==> src/rtl/pfg_pkg.sv <==
package pfg_pkg;
  parameter int ADDR_W   = 48;
  parameter int PT_W     = 16;
  parameter int BYTE_W   = 8;
  parameter int BODY_LEN = 60;
  parameter int FCS_LEN  = 4;
  localparam int FRAME_LEN = BODY_LEN + FCS_LEN;
  localparam int IDX_W     = $clog2(FRAME_LEN);

  localparam logic [ADDR_W-1:0] DEST_ADDR = 48'h0180_C200_0001;
  localparam logic [15:0]       CTL_TYPE  = 16'h8808;
  localparam logic [15:0]       PAUSE_OP  = 16'h0001;
  localparam logic [31:0]       CRC_POLY  = 32'hEDB8_8320;
  localparam logic [31:0]       CRC_SEED  = 32'hFFFF_FFFF;

  typedef logic [IDX_W-1:0] idx_t;
endpackage

==> src/rtl/pfg_crc_step.sv <==
module pfg_crc_step
  import pfg_pkg::*;
(
  input  logic [31:0]       crc_i,
  input  logic [BYTE_W-1:0] byte_i,
  output logic [31:0]       crc_o
);
  always_comb begin
    logic [31:0] acc;
    acc = crc_i ^ {24'd0, byte_i};
    for (int b = 0; b < BYTE_W; b++) begin
      acc = acc[0] ? ((acc >> 1) ^ CRC_POLY) : (acc >> 1);
    end
    crc_o = acc;
  end
endmodule

==> src/rtl/pfg_byte_sel.sv <==
module pfg_byte_sel
  import pfg_pkg::*;
(
  input  idx_t              idx_i,
  input  logic [ADDR_W-1:0] mac_i,
  input  logic [PT_W-1:0]   pt_i,
  input  logic [31:0]       crc_i,
  output logic [BYTE_W-1:0] byte_o
);
  localparam idx_t SRC_AT  = idx_t'(6);
  localparam idx_t TYPE_AT = idx_t'(12);
  localparam idx_t OP_AT   = idx_t'(14);
  localparam idx_t PT_AT   = idx_t'(16);
  localparam idx_t PAD_AT  = idx_t'(18);
  localparam idx_t FCS_AT  = idx_t'(BODY_LEN);

  logic [31:0] fcs;
  idx_t        off;

  assign fcs = ~crc_i;

  always_comb begin
    byte_o = '0;
    off    = '0;
    if (idx_i < SRC_AT) begin
      off    = idx_i;
      byte_o = DEST_ADDR[ADDR_W-1-8*off[2:0] -: 8];
    end else if (idx_i < TYPE_AT) begin
      off    = idx_i - SRC_AT;
      byte_o = mac_i[ADDR_W-1-8*off[2:0] -: 8];
    end else if (idx_i < OP_AT) begin
      off    = idx_i - TYPE_AT;
      byte_o = off[0] ? CTL_TYPE[7:0] : CTL_TYPE[15:8];
    end else if (idx_i < PT_AT) begin
      off    = idx_i - OP_AT;
      byte_o = off[0] ? PAUSE_OP[7:0] : PAUSE_OP[15:8];
    end else if (idx_i < PAD_AT) begin
      off    = idx_i - PT_AT;
      byte_o = off[0] ? pt_i[7:0] : pt_i[15:8];
    end else if (idx_i >= FCS_AT) begin
      off    = idx_i - FCS_AT;
      byte_o = fcs[8*off[1:0] +: 8];
    end
  end
endmodule

==> src/rtl/pause_frame_gen.sv <==
module pause_frame_gen
  import pfg_pkg::*;
(
  input  logic              clk,
  input  logic              rst_n,
  input  logic              req_i,
  input  logic [ADDR_W-1:0] src_mac_i,
  input  logic [PT_W-1:0]   pause_time_i,
  output logic [BYTE_W-1:0] tx_data_o,
  output logic              tx_valid_o,
  input  logic              tx_ready_i,
  output logic              tx_last_o
);
  localparam idx_t LAST_IDX = idx_t'(FRAME_LEN - 1);
  localparam idx_t BODY_END = idx_t'(BODY_LEN);

  logic              busy_q, busy_d;
  logic              pend_q, pend_d;
  idx_t              idx_q, idx_d;
  logic [ADDR_W-1:0] mac_q;
  logic [PT_W-1:0]   pt_q;
  logic [31:0]       crc_q, crc_d, crc_upd;
  logic              fire, done, start;

  pfg_byte_sel sel_i (
    .idx_i (idx_q),
    .mac_i (mac_q),
    .pt_i  (pt_q),
    .crc_i (crc_q),
    .byte_o(tx_data_o)
  );

  pfg_crc_step crc_i (
    .crc_i (crc_q),
    .byte_i(tx_data_o),
    .crc_o (crc_upd)
  );

  assign tx_valid_o = busy_q;
  assign tx_last_o  = busy_q & (idx_q == LAST_IDX);

  always_comb begin
    fire   = busy_q & tx_ready_i;
    done   = fire & (idx_q == LAST_IDX);
    start  = (~busy_q & req_i) | (done & (pend_q | req_i));
    busy_d = busy_q;
    idx_d  = idx_q;
    crc_d  = crc_q;
    pend_d = pend_q;
    if (start) begin
      busy_d = 1'b1;
      idx_d  = '0;
      crc_d  = CRC_SEED;
      pend_d = 1'b0;
    end else begin
      if (done) busy_d = 1'b0;
      if (fire) idx_d = idx_q + idx_t'(1);
      if (fire && (idx_q < BODY_END)) crc_d = crc_upd;
      if (busy_q && req_i) pend_d = 1'b1;
    end
  end

  always_ff @(posedge clk or negedge rst_n) begin
    if (!rst_n) begin
      busy_q <= 1'b0;
      pend_q <= 1'b0;
      idx_q  <= '0;
      crc_q  <= CRC_SEED;
    end else begin
      busy_q <= busy_d;
      pend_q <= pend_d;
      idx_q  <= idx_d;
      crc_q  <= crc_d;
    end
  end

  always_ff @(posedge clk or negedge rst_n) begin
    if (!rst_n) begin
      mac_q <= '0;
      pt_q  <= '0;
    end else if (start) begin
      mac_q <= src_mac_i;
      pt_q  <= pause_time_i;
    end
  end


  stall_hold_chk: assert property (@(posedge clk) disable iff (!rst_n)
    (tx_valid_o && !tx_ready_i) |=> (tx_valid_o && $stable(tx_data_o) && $stable(tx_last_o)));


  last_in_frame_chk: assert property (@(posedge clk) disable iff (!rst_n)
    tx_last_o |-> tx_valid_o);


  rise_on_req_chk: assert property (@(posedge clk) disable iff (!rst_n)
    $rose(tx_valid_o) |-> $past(req_i));


  drop_after_last_chk: assert property (@(posedge clk) disable iff (!rst_n)
    (tx_last_o && tx_ready_i && !pend_q && !req_i) |=> !tx_valid_o);


  pend_restart_chk: assert property (@(posedge clk) disable iff (!rst_n)
    (tx_last_o && tx_ready_i && pend_q) |=> (tx_valid_o && !tx_last_o));


  operand_hold_chk: assert property (@(posedge clk) disable iff (!rst_n)
    (tx_valid_o && $past(tx_valid_o) && !$past(tx_last_o)) |-> ($stable(mac_q) && $stable(pt_q)));
endmodule

==> config.mk <==
export PLATFORM = sky130hd
export DESIGN_NAME = pause_frame_gen
export DESIGN_NICKNAME = d
export VERILOG_FILES = /design/src/rtl/pfg_pkg.sv /design/src/rtl/pfg_crc_step.sv /design/src/rtl/pfg_byte_sel.sv /design/src/rtl/pause_frame_gen.sv
export SDC_FILE = /design/constraint.sdc
export NUM_CORES = 1
export LEC_CHECK = 0
export BUFFER_PORTS_ARGS = -buffer_cell sky130_fd_sc_hd__buf_2
export CAP_MARGIN = 20
export CORE_ASPECT_RATIO = 0.5
export CORE_MARGIN = 2
export CORE_UTILIZATION = 63
export DETAILED_ROUTE_END_ITERATION = 8
export GPL_ROUTABILITY_DRIVEN = 0
export GPL_TIMING_DRIVEN = 0
export PLACE_DENSITY_LB_ADDON = 0.15
export SYNTH_ARGS = -nofsm -noshare
export SYNTH_HDL_FRONTEND = slang
export SYNTH_SLANG_ARGS = --single-unit
==> constraint.sdc <==
create_clock -name clk -period 10.55 [get_ports clk]
set_input_delay 0.5275 -clock clk [delete_from_list [all_inputs] [get_ports clk]]
set_output_delay 0.5275 -clock clk [all_outputs]
set_load 0.02 [all_outputs]
# After elaboration in Yosys (flattened, before gate mapping)
# Index checks and enable logic that the tools add are counted.
op_classes:
  n_addsub: 8
  order_cmp: 7
  n_eq_ne: 1
  n_shift: 3
  mux: 25
  bitwise: 18
  n_reduce_logical: 6
ops:
  columns: ["operator", "count"]
  rows:
  - ["2-to-1 mux 32 bit", 10]
  - ["NOT 13 -> 14 bit", 8]
  - ["2-to-1 mux 8 bit", 8]
  - ["variable part select 55 x 33 -> 8 bit", 1]
  - ["variable part select 55 x 33 -> 8 bit, first input constant", 1]
  - ["NOT 32 bit", 1]
  - ["variable part select 32 x 6 -> 8 bit", 1]
  - ["bitwise XOR 32 x 8 -> 32 bit", 1]
  - ["subtractor 6 x 6 -> 7 bit, first input constant", 2]
  - ["< comparator 6 x 4 -> 1 bit, second input constant", 2]
  - ["< comparator 6 x 5 -> 1 bit, second input constant", 2]
  - ["2-to-1 mux 6 bit", 2]
  - ["nonzero test 2 bit", 4]
  - ["adder 6 x 1 -> 6 bit, second input constant", 1]
  - ["equality test 6 bit, second input constant", 1]
  - ["greater-or-equal comparator 6 bit, second input constant", 1]
  - ["< comparator 6 x 3 -> 1 bit, second input constant", 1]
  - ["< comparator 6 bit, second input constant", 1]
  - ["bitwise AND 1 bit", 5]
  - ["2-to-1 mux 1 bit", 5]
  - ["subtractor 1 bit, second input constant", 3]
  - ["subtractor 3 bit, second input constant", 1]
  - ["logical AND 1 bit", 2]
  - ["OR 1 bit", 2]
  - ["other kinds (2)", 2]
word_totals:
  register_bits: 104
  in_bits: 68
  output_inout_bits: 10
  word_cells: 74

# Depth between registers and ports, before layout
depth:
  ltp_word: 27
  ltp_mapped: 15
  depth_no_buf: 10

# Cells and area by module
# From an unflattened synthesis, not the netlist that was laid out.
unflattened:
  cells_unflattened: 536
  hier_area_um2: 6343.6
modules_own_cells:
  columns: ["mod", "instances", "cells_per_inst", "area_each_um2", "seq_area_each_um2"]
  rows:
  - ["pause_frame_gen", 1, 337, 4247.8, 2642.5]
  - ["pfg_byte_sel", 1, 128, 1247.4, 0.0]
  - ["pfg_crc_step", 1, 71, 848.3, 0.0]

# Least setup slack after synthesis
# OpenSTA, ideal clock, no wires.
synth_timing:
  path_type: "register -> register"
  from: "reg idx_q[1]"
  to: "reg crc_q[18]"
  arrival_ps: 4175
  t_required_ps: 10477
  slack_ps: 6302
  path_stages_with_launch: 15
  n_path_buf: 4
  period_less_slack_ps: 4248
  cell_sequence: "dfrtp_1 -> buf_4 -> clkbuf_1 -> buf_4 -> inv_1 -> ha_1 -> clkbuf_1 -> mux4_1 -> a22o_1 -> a221o_1 -> xor2_2 -> xor2_4 -> xor2_2 -> xnor3_1 -> a21oi_1"
synth_rtl:
  columns: ["item", "line_no", "rtl"]
  rows:
  - ["from (decl)", "pause_frame_gen.sv:19", "idx_t idx_q, idx_d;"]
  - ["from (signal assigned)", "pause_frame_gen.sv:72", "idx_q <= idx_d;"]
  - ["parallel branches: the longest is 7 deep, another holds subtractor 6 x 6 -> 7 bit", null, null]
  - ["2-to-1 mux 8 bit (*)", "pfg_byte_sel.sv:25", "if (idx_i < SRC_AT) begin"]
  - ["named net tx_data_o[0]", "pause_frame_gen.sv:9", "output logic [BYTE_W-1:0] tx_data_o,"]
  - ["bitwise XOR 32 x 8 -> 32 bit (*)", "pfg_crc_step.sv:10", "acc = crc_i ^ {24'd0, byte_i};"]
  - ["2-to-1 mux 32 bit (*) (8 in series)", "pfg_crc_step.sv:12", "acc = acc[0] ? ((acc >> 1) ^ CRC_POLY) : (acc >> 1);"]
  - ["2-to-1 mux 32 bit (*)", "pause_frame_gen.sv:58", "if (fire && (idx_q < BODY_END)) crc_d = crc_upd;"]
  - ["2-to-1 mux 32 bit (*)", "pause_frame_gen.sv:50", "if (start) begin"]
  - ["to (signal assigned)", "pause_frame_gen.sv:73", "crc_q <= crc_d;"]
  - ["to (decl)", "pause_frame_gen.sv:22", "logic [31:0] crc_q, crc_d, crc_upd;"]
# Mark *: on every way through the listed nets, which the timed path passes. The select of a mux whose other input is x is not followed.
# A chain may end at the register's enable or synchronous reset.

# Worst setup path in the final report
layout_timing:
  from: "reg idx_q[1]"
  to: "reg crc_q[18]"
layout_between:
  elab_chain_len: 23
layout_rtl:
  columns: ["item"]
  rows:
  - ["parallel branches: the longest is 23 deep, another holds subtractor 6 x 6 -> 7 bit"]
# Several ways; the timed one is not identified. The select of a mux whose other input is x is not followed.

==> load_flow_metrics.sql <==
INSERT INTO impl_metrics (metric_group, metric, value, unit) VALUES
('worst_setup_path', 'critPathSlowestCell', 'sky130_fd_sc_hd__dfrtp_1', ''),
('yosys', 'ys_types', '61', ''),
('status', 'run_status', 'complete, no violations', ''),
('worst_setup_path', 'setup.worst_path.start_class', 'flop', ''),
('detailed_routing', 'ant_nets', '0', ''),
('die', 'dieArea', '10300', 'µm²'),
('layout', 'antennaDiodeCount', '0', ''),
('cts', 'worstSkewPairLatency', '350', 'ps'),
('yosys', 'syn-num-nets', '560', ''),
('cts', 'clock_tree.root_cell', 'sky130_fd_sc_hd__clkbuf_16', ''),
('layout', 'layoutNonFillerInstCount', '704', ''),
('layout', 'most_common_library_cell_in_the_layout_ignoring_fill_and_taps', 'sky130_fd_sc_hd__buf_2', ''),
('layout', 'final_core_util', '0.733', ''),
('detailed_routing', 'wl_met1', '6.58', 'mm'),
('cts', 'tritoncts_num_sinks', '104', ''),
('sta', 'setup_violations', '0', ''),
('cts', 'cts_resized', '0', ''),
('worst_setup_path', 'cell_by_cell_trace_of_the_critical_path', 'buf_4 -> clkbuf_1 -> buf_4 -> inv_1 -> ha_1 -> clkbuf_1 -> mux4_1 -> a22o_1 -> a221o_1 -> xor2_2 -> xor2_4 -> xor2_2 -> xnor3_1 -> a21oi_1', ''),
('detailed_routing', 'avgViaCountPerCell', '6.10', ''),
('placed_design', 'port_buffers', '77', ''),
('detailed_routing', 'drc', '0', ''),
('yosys', 'synth.avg_cell_area', '12.2', 'µm²'),
('die', 'design.portCount', '78', ''),
('detailed_routing', 'drt_wl_total', '14.7', 'mm'),
('cts', 'cts_inserted_buffers', '9', ''),
('sta', 'max_slew.worst_pin.slew', '927', 'ps'),
('yosys', 'synthCells', '488', ''),
('flow_run', 'maxCapViolations', '0', ''),
('worst_setup_path', 'critical_path_start_end_classification', 'flop to flop', ''),
('layout', 'area_growth', '14.5', '%'),
('yosys', 'synth_top_cells_by_area', 'sky130_fd_sc_hd__dfrtp_1, sky130_fd_sc_hd__dfstp_2, sky130_fd_sc_hd__mux2_2', ''),
('die', 'initial_utilization', '0.641', ''),
('yosys', 'synth_largest_area_cell', 'sky130_fd_sc_hd__dfrtp_1', ''),
('placed_design', 'placed_cell_count', '687', ''),
('sta', 'slew_headroom', '0.374', ''),
('detailed_routing', 'route.detailed.wl_per_inst', '20.9', 'µm'),
('cts', 'ctsHtreeMaxLevel', '3', ''),
('global_route', 'grt_first_pass_wirelength', '23.5', 'mm'),
('sta', 'fin_hold_ws', '196', 'ps'),
('detailed_routing', 'detail_route.first_pass.iterations', '4', ''),
('detailed_routing', 'dr.max_layer_used', 'met4', ''),
('die', 'std_cell_rows', '25', ''),
('global_route', 'grt_util_all_layers', '0.309', ''),
('layout', 'final_cell_mix', 'sky130_fd_sc_hd__buf_2, sky130_fd_sc_hd__dfrtp_1, sky130_fd_sc_hd__mux2_2', ''),
('yosys', 'synth_warnings', '0', ''),
('sta', 'period_minus_slack', '5260', 'ps'),
('global_route', 'grt_max_degree', '55', ''),
('worst_setup_path', 'endpoint_kind', 'flop', ''),
('global_route', 'grt_antenna_before_repair', '0', ''),
('yosys', 'ys_dominant_reg_cell', 'sky130_fd_sc_hd__dfrtp_1', ''),
('yosys', 'synth_seq_area_share', '0.443', ''),
('die', 'fp.coreArea', '9320', 'µm²'),
('worst_setup_path', 'data_arrival_time_of_the_worst_path', '5540', 'ps'),
('cts', 'cts_tree', 'done', ''),
('yosys', 'post_synth_instance_area', '5970', 'µm²'),
('yosys', 'number_of_flops_mapped_to_enable_cells_by_yosys', '0', ''),
('detailed_routing', 'drt_first_iter_violations', '304', ''),
('cts', 'holdBufCountCts', '0', ''),
('detailed_routing', 'met3_routed_length', '1.07', 'mm'),
('sta', 'grt_setup_unrepaired', 'false', ''),
('sta', 'timing.setup.tns', '0', 'ps'),
('cts', 'clock_pin_slew_reported_for_the_worst_setup_and_hold_paths_after_clock_tree_synthesis', '80', 'ps'),
('cts', 'postCtsSetupBuffers', '0', ''),
('die', 'dieWidth', '142', 'µm'),
('placed_design', 'place.detailed.hpwl', '10.5', 'mm'),
('detailed_routing', 'detailroute.wirelength.met2', '6.75', 'mm'),
('yosys', 'synth_async_sr_flop_share', '1.00', ''),
('detailed_routing', 'detailroute.via_count', '4295', ''),
('worst_setup_path', 'critical_path_peak_fanout', '10', ''),
('sta', 'final-hold-violation-count', '0', ''),
('sta', 'achievable-frequency', '190', 'MHz');
==> layer usage <==
metal	vias to the layer above	global-route usage
met4	0	0.0933
met3	30	0.0748
li1	1964	-
met2	152	0.490
met1	2149	0.432
met5	-	0
==> kinds of logic (layout without fill, tap and decap cells) <==
kind of cell / after synthesis / count (layout) / synth area share
multiplexers: 98 / 98 / 0.214
AO/OA/AOI/OAI: 72 / 72 / 0.0761
XOR/XNOR: 68 / 68 / 0.129
flip-flops: 104 / 104 / 0.443
adder cells (fa/ha/maj): 4 / 4 / 0.00838
buffers and inverters: 38 / 133 / 0.0346
AND/OR/NAND/NOR: 104 / 104 / 0.0951
==> synth_stat cells (all sizes together), types with 2 or more instances <==
cell type and instances:
mux4 15, nor4 2, a21oi 34, dfrtp 72
nand3b 3, ha 4, o21ai 8, nor2 16
nand4 3, nand2 15, o221ai 3, dfstp 32
o211ai 2, inv 4, buf 13, clkbuf 19
and4b 2, a221o 2, a31oi 3, xnor2 36
nor2b 2, nand3 5, or2 4, nor3 34
mux2i 10, or4 3, a211oi 2, or3 2
o22ai 3, dlygate4sd1 2, a2111oi 2, nand2b 4
xor2 24, xnor3 7, mux2 73, and3 5
a22o 4, a22oi 2
==> final cells by class <==
cell class                 count  area, µm²
clock buffer                  10        229
inverter                       4       15.0
clock inverter                 6       62.6
multi-input combinational    346       3120
tap                          121        151
sequential                   104       2640
buffer                        34        191
fill                         671       2490
timing repair buffer          79        420
==> registers in the layout (all words and copies together), names as in the netlist <==
signal	flops
mac_q	48
crc_q	32
pt_q	16
idx_q	6
pend_q	1
tx_valid_o	1
==> critical path: cells and delay by family (launching register included) <==
kind | cells | cell delay [ps]
xor gates and xnor gates | 4 | 1590
buffers and inverters | 5 | 1480
AOI/OAI and AO/OA | 3 | 800
DFF | 1 | 540
adders and majority gates | 1 | 400
muxes | 1 | 370
==> per-stage QoR <==
stage / instance area [µm²] / setup slack, ps
finish: 6830 / 5290
detailed placement: 6540 / 5300
CTS: 6830 / 5300
global route: 6830 / 4980
floorplan: 5970 / 6300
global placement: 6510 / 5340
==> path summary, 6_finish.rpt <==
path	to	cells past startpoint	startpoint	slack (ps)
setup / recovery	crc_q[18]$_DFFE_PN1P_	14	idx_q[1]$_DFFE_PN0P_	5290
hold / removal	mac_q[15]$_DFFE_PN0N_	1	rst_n	200
setup reg to reg	crc_q[18]$_DFFE_PN1P_	14	idx_q[1]$_DFFE_PN0P_	5290
hold reg to reg	mac_q[47]$_DFFE_PN0N_	1	mac_q[47]$_DFFE_PN0N_	510
max in group asynchronous	crc_q[7]$_DFFE_PN1P_	2	rst_n	9600
min in group clk	mac_q[12]$_DFFE_PN0N_	2	src_mac_i[12]	400
Power is not shown: default switching activity piles up to over one toggle a cycle in this logic, so the estimate is an artifact.
